`src/rtl/nanconv_pkg.sv`:
```
package nanconv_pkg;

    localparam int VAL_W    = 80;
    localparam int PAY_W    = 64;
    localparam int SGL_W    = 32;
    localparam int SGL_FRAC = 23;
    localparam int DBL_W    = 64;
    localparam int DBL_FRAC = 52;
    localparam int XHI_W    = 16;
    localparam int XLO_W    = 64;
    localparam int SGL_SH   = PAY_W - SGL_FRAC;     // 41
    localparam int DBL_SH   = PAY_W - DBL_FRAC;     // 12
    localparam int XFR_W    = XLO_W - 1;            // 63

    typedef enum logic [1:0] {
        FMT_SGL  = 2'd0,
        FMT_DBL  = 2'd1,
        FMT_EXT  = 2'd2,
        FMT_EXTB = 2'd3
    } fmt_e;

    typedef struct packed {
        logic             sign;
        logic [PAY_W-1:0] pay;
    } canon_t;

    localparam logic [XHI_W-1:0] XDEF_HI  = 16'hFFFF;
    localparam logic [XLO_W-1:0] XDEF_LO  = 64'hC000_0000_0000_0000;
    localparam logic [XLO_W-1:0] XQUIET   = 64'hC000_0000_0000_0000;
    localparam logic [SGL_W-1:0] SGL_QBIT = 32'h0040_0000;
    localparam logic [DBL_W-1:0] DBL_QBIT = 64'h0008_0000_0000_0000;

    function automatic logic fmt_is_ext(logic [1:0] f);
        return f[1];
    endfunction

    function automatic logic [VAL_W-1:0] default_nan(logic [1:0] f, logic pol);
        if (fmt_is_ext(f))
            return {XDEF_HI, XDEF_LO};
        else if (f[0])
            return {16'h0, (pol ? 64'h7FF7_FFFF_FFFF_FFFF : 64'h7FF8_0000_0000_0000)};
        else
            return {48'h0, (pol ? 32'h7FBF_FFFF : 32'h7FC0_0000)};
    endfunction

    function automatic logic sgl_signaling(logic [SGL_W-1:0] v, logic pol);
        logic ones;
        ones = (v[30:23] == 8'hFF);
        if (pol) return ones && v[22];
        return ones && !v[22] && (v[21:0] != '0);
    endfunction

    function automatic logic dbl_signaling(logic [DBL_W-1:0] v, logic pol);
        logic ones;
        ones = (v[62:52] == 11'h7FF);
        if (pol) return ones && v[51];
        return ones && !v[51] && (v[50:0] != '0);
    endfunction

    function automatic logic ext_signaling(logic [XHI_W-2:0] e, logic [XLO_W-1:0] m, logic pol);
        logic ones;
        ones = (e == 15'h7FFF);
        if (pol) return ones && m[62];
        return ones && !m[62] && (m[61:0] != '0);
    endfunction

endpackage

```
`src/rtl/nan_unpack.sv`:
```
module nan_unpack
    import nanconv_pkg::*;
(
    input  logic [VAL_W-1:0] src_val,
    input  logic [1:0]       src_fmt,
    input  logic             snan_pol,
    output canon_t           canon,
    output logic             is_snan
);

    logic [XHI_W-1:0] x_hi;
    logic [XLO_W-1:0] x_lo;

    // Extended operand with integer bit clear is swapped for the default NaN.
    always_comb begin
        x_hi = src_val[VAL_W-1:XLO_W];
        x_lo = src_val[XLO_W-1:0];
        if (!x_lo[XLO_W-1]) begin
            x_hi = XDEF_HI;
            x_lo = XDEF_LO;
        end
    end

    always_comb begin
        canon   = '0;
        is_snan = 1'b0;
        if (fmt_is_ext(src_fmt)) begin
            canon.sign = x_hi[XHI_W-1];
            canon.pay  = {x_lo[XLO_W-2:0], 1'b0};
            is_snan    = ext_signaling(x_hi[XHI_W-2:0], x_lo, snan_pol);
        end else if (src_fmt[0]) begin
            canon.sign = src_val[DBL_W-1];
            canon.pay  = {src_val[DBL_FRAC-1:0], {DBL_SH{1'b0}}};
            is_snan    = dbl_signaling(src_val[DBL_W-1:0], snan_pol);
        end else begin
            canon.sign = src_val[SGL_W-1];
            canon.pay  = {src_val[SGL_FRAC-1:0], {SGL_SH{1'b0}}};
            is_snan    = sgl_signaling(src_val[SGL_W-1:0], snan_pol);
        end
    end

endmodule

```
`src/rtl/nan_pack.sv`:
```
module nan_pack
    import nanconv_pkg::*;
(
    input  canon_t           canon,
    input  logic [1:0]       dst_fmt,
    input  logic             dnan_en,
    input  logic             snan_pol,
    input  logic             is_snan,
    output logic [VAL_W-1:0] dst_val
);

    logic             empty;
    logic             use_dflt;
    logic [VAL_W-1:0] built;

    always_comb begin
        if (fmt_is_ext(dst_fmt)) begin
            empty = ((canon.pay >> 1) == '0);
            built = {canon.sign, 15'h7FFF, 1'b1, XFR_W'(canon.pay >> 1)};
            if (is_snan)
                built[XLO_W-1:0] = built[XLO_W-1:0] | XQUIET;
        end else if (dst_fmt[0]) begin
            empty = ((canon.pay >> DBL_SH) == '0);
            built = {16'h0, canon.sign, 11'h7FF, DBL_FRAC'(canon.pay >> DBL_SH)};
            if (is_snan)
                built[DBL_W-1:0] = built[DBL_W-1:0] | DBL_QBIT;
        end else begin
            empty = ((canon.pay >> SGL_SH) == '0);
            built = {48'h0, canon.sign, 8'hFF, SGL_FRAC'(canon.pay >> SGL_SH)};
            if (is_snan)
                built[SGL_W-1:0] = built[SGL_W-1:0] | SGL_QBIT;
        end
        use_dflt = dnan_en | empty | (is_snan & snan_pol);
        dst_val  = use_dflt ? default_nan(dst_fmt, snan_pol) : built;
    end

endmodule

```
`src/rtl/nan_precision_conv.sv`:
```
module nan_precision_conv
    import nanconv_pkg::*;
(
    input  logic             clk,
    input  logic             rst,
    input  logic [VAL_W-1:0] src_val,
    input  logic [1:0]       src_fmt,
    input  logic [1:0]       dst_fmt,
    input  logic             dnan_en,
    input  logic             snan_pol,
    output logic [VAL_W-1:0] dst_val,
    output logic             invalid
);

    canon_t           canon;
    logic             snan_c;
    logic [VAL_W-1:0] val_c;

    nan_unpack u_unpack (
        .src_val  (src_val),
        .src_fmt  (src_fmt),
        .snan_pol (snan_pol),
        .canon    (canon),
        .is_snan  (snan_c)
    );

    nan_pack u_pack (
        .canon    (canon),
        .dst_fmt  (dst_fmt),
        .dnan_en  (dnan_en),
        .snan_pol (snan_pol),
        .is_snan  (snan_c),
        .dst_val  (val_c)
    );

    always_ff @(posedge clk) begin
        if (rst) begin
            dst_val <= '0;
            invalid <= 1'b0;
        end else begin
            dst_val <= val_c;
            invalid <= snan_c;
        end
    end

endmodule

```
`config.mk`:
```
export PLATFORM = sky130hd
export DESIGN_NAME = nan_precision_conv
export DESIGN_NICKNAME = d
export VERILOG_FILES = /design/src/rtl/nanconv_pkg.sv /design/src/rtl/nan_unpack.sv /design/src/rtl/nan_pack.sv /design/src/rtl/nan_precision_conv.sv
export SDC_FILE = /design/constraint.sdc
export NUM_CORES = 1
export LEC_CHECK = 0
export BUFFER_PORTS_ARGS = -buffer_cell sky130_fd_sc_hd__buf_2
export CAP_MARGIN = 5
export CORE_MARGIN = 3
export CORE_UTILIZATION = 40
export CTS_CLUSTER_SIZE = 8
export DETAILED_ROUTE_END_ITERATION = 10
export GPL_ROUTABILITY_DRIVEN = 0
export HOLD_SLACK_MARGIN = 0.08
export PLACE_DENSITY = 0.69
export SKIP_LAST_GASP = 1
export SLEW_MARGIN = 20
export SYNTH_ARGS = -nofsm -noshare
export SYNTH_HDL_FRONTEND = slang
export SYNTH_SLANG_ARGS = --single-unit
```
`constraint.sdc`:
```
create_clock -name clk -period 3.08 [get_ports clk]
set_input_delay 0.308 -clock clk [delete_from_list [all_inputs] [get_ports clk]]
set_output_delay 0.308 -clock clk [all_outputs]
set_load 0.005 [all_outputs]
```
==> results_dict.tcl <==
set metrics [dict create \
    max_freq_ghz 0.342 \
    synth_ff_type "dfxtp_1" \
    post-route-period-util_pct 95.1 \
    cts_sinks 67 \
    holdWs_ns 0.268 \
    yosysMostFrequentCell "dfxtp_1" \
    syn_area_mm2 0.00405 \
    grt_use_met1_pct 36.6 \
    end_kind "flop" \
    nNetsFinal 738 \
    grt.busiest_layer "met2" \
    hp-class "input pin to flop" \
    worstSetupStartpointType "input pin" \
    core_area_mm2 0.00982 \
    grt_max_degree 41 \
    grt_pass1_vias 4486 \
    max_stage_delay_ns 0.63 \
    synth_edf_count 0 \
    worstSetupPathType "input pin to flop" \
    via_per_inst 6.14 \
    worst_path_max_delay_cell "or4_1" \
    antenna_found_initial 0 \
    arrival_ns 3.19 \
    maxCapViolations 0 \
    syn_inst 484 \
    grt.total_usage_pct 27.8 \
    use_met2_pct 41.3 \
    tightest_slew_ns 0.639 \
    synth.net_count 575 \
    yosysUniqueCellTypes 49 \
    rows 36 \
    num_io_pins 169 \
    grt_pass1_wl_mm 24.5 \
    yosys_warnings 0 \
    peakVddDrop_mv 0.239 \
    initial_utilization_pct 41.2 \
    synth_async_sr_flop_share_pct 0 \
    ys_ff_latch 67 \
    clkTransAtPathRegs_ns 0.08 \
    vias 4820 \
    htree_levels 3 \
    drt-total-wl_mm 16.2 \
    antenna_cells 0 \
    maxSlewHeadroom_pct 57.4 \
    ys_seq_area_share_pct 33.1 \
    crit_fanout 20 \
    drv_slew 0 \
    post-route-min-period_ns 2.93 \
    netlist_top_cells_area "dfxtp_1 (33%), mux2i_1 (6.4%), a22oi_1 (5.2%)" \
    leakage_nw 2.38 \
    die_area_mm2 0.0114 \
    port-buffer-count 168 \
    power_density_mw_per_mm2 422 \
    crit_family "simple AND/OR/NAND/NOR gates" \
    layout-drive-gt1-share_pct 37.3 \
    yosysTopAreaCellShare_pct 33.1 \
    outcome "finished, final reports clean" \
    cp.required_ns 3.35 \
    cpMostUsedCell "buf_4" \
    wl_per_cell_um 20.6 \
    cts_setup_buffers 0 \
    critPathBufInv 3 \
    synth_top_area_cell "dfxtp_1" \
    grt.overflow.total 0 \
    clock_path_buffers 2 \
    first_iter_violations 532 \
    numCtsBuffers 9 \
    fin_util_pct 53.7 \
    finalSetupViolations 0 \
    drc 0 \
    die_x_um 107 \
    drtAntennaViolNets 0 \
    cts_tree "yes" \
    hpwl_mm 12.6 \
    synth_common_cells "dfxtp_1 (67), nor2_1 (42), a22oi_1 (28), a21oi_1 (27)" \
    path_cells "clkbuf_4, buf_4, mux2i_1, o2bb2ai_1, nor4_1, nand4_1, nor3_2, a21boi_4, buf_4, or4_1, o211ai_2" \
    syn2layout_area_growth_pct 30.2 \
    met3_usage_pct 8.97 \
    fp.dieH_um 107 \
    avgSynthCellArea_um2 8.37 \
    cts_root_buf "clkbuf_8" \
    rsz0062_at_grt "false" \
    final-hold-violation-count 0 \
    first_pass_iters 6 \
]
==> per-stage QoR <==
step           total power, mW  worst slack [ns]  instance area [um2]  cells  setup TNS [ns]
6_report                  2.23             0.152                 5270    785               0
5_1_grt                   2.32             0.125                 5270    785               0
4_1_cts                   2.22            0.0923                 5270    785               0
3_5_place_dp              1.53            -0.261                 5090    769           -4.05
3_3_place_gp              1.53           -0.0261                 5090    769          -0.188
2_1_floorplan             1.25             0.792                 4050    484               0
==> layout by cell type, fill, tap and decap left out, drive strengths merged, types with 13 or more instances in the layout <==
| cell type | n |
|---|---|
| buf | 209 |
| dfxtp | 67 |
| nor2 | 42 |
| a22oi | 28 |
| a21oi | 27 |
| nand3 | 26 |
| mux2i | 26 |
| o211ai | 26 |
| nand2 | 24 |
| nor4 | 15 |
| a31oi | 15 |
| o2bb2ai | 14 |
| nand4 | 13 |
| o221ai | 13 |
| clkbuf | 13 |
==> cell type report <==
cell class              instances  area (um2)
clock buffers                  12         155
clock inverters                 4        25.0
fillers                       980        4550
inverters                      10        37.5
multi-input cells             349        2340
flip-flops and latches         67        1340
well taps                     133         166
repair buffers                210        1210
==> path summary, 6_finish.rpt <==
kind	to	startpoint	slack [ns]	cells past startpoint
worst max-delay path	dst_val[23]$_SDFF_PP0_	src_fmt[0]	0.15	11
worst min-delay path	dst_val[63]$_SDFF_PP0_	rst	0.27	2
==> where the power goes <==
group | switching (mW) | leakage (nW) | internal [mW] | total [mW]
clock | 0.356 | 0.0884 | 0.334 | 0.690
sequential | 0.0155 | 0.552 | 0.921 | 0.937
combinational | 0.355 | 1.74 | 0.244 | 0.599
==> flip-flops by register name (all words and copies together), names as in the netlist <==
register / flops
dst_val: 66
invalid: 1
==> per-layer routing <==
| metal | routed length (um) | up-vias |
|---|---|---|
| met3 | 2190 | 79 |
| met5 | 0 | - |
| met2 | 6880 | 401 |
| met4 | 803 | 0 |
| li1 | - | 2172 |
| met1 | 6310 | 2168 |
==> logic make-up (layout without fill, tap and decap cells) <==
group / after synthesis / count (layout) / share of synthesized area (%)
compound gates: 159 / 159 / 28.6
simple gates: 153 / 153 / 19.3
mux: 32 / 32 / 8.10
xor+xnor: 2 / 2 / 0.433
buf+inv: 68 / 236 / 9.43
flops: 67 / 67 / 33.1
fa+ha+maj: 3 / 3 / 0.927
==> timing repair <==
item                                    4_1_cts  5_1_grt
hold buffers                                  0        0
resized for setup                             0        2
endpoints found under the setup margin        0       19
Note: power is estimated with default switching activity, not from simulation.
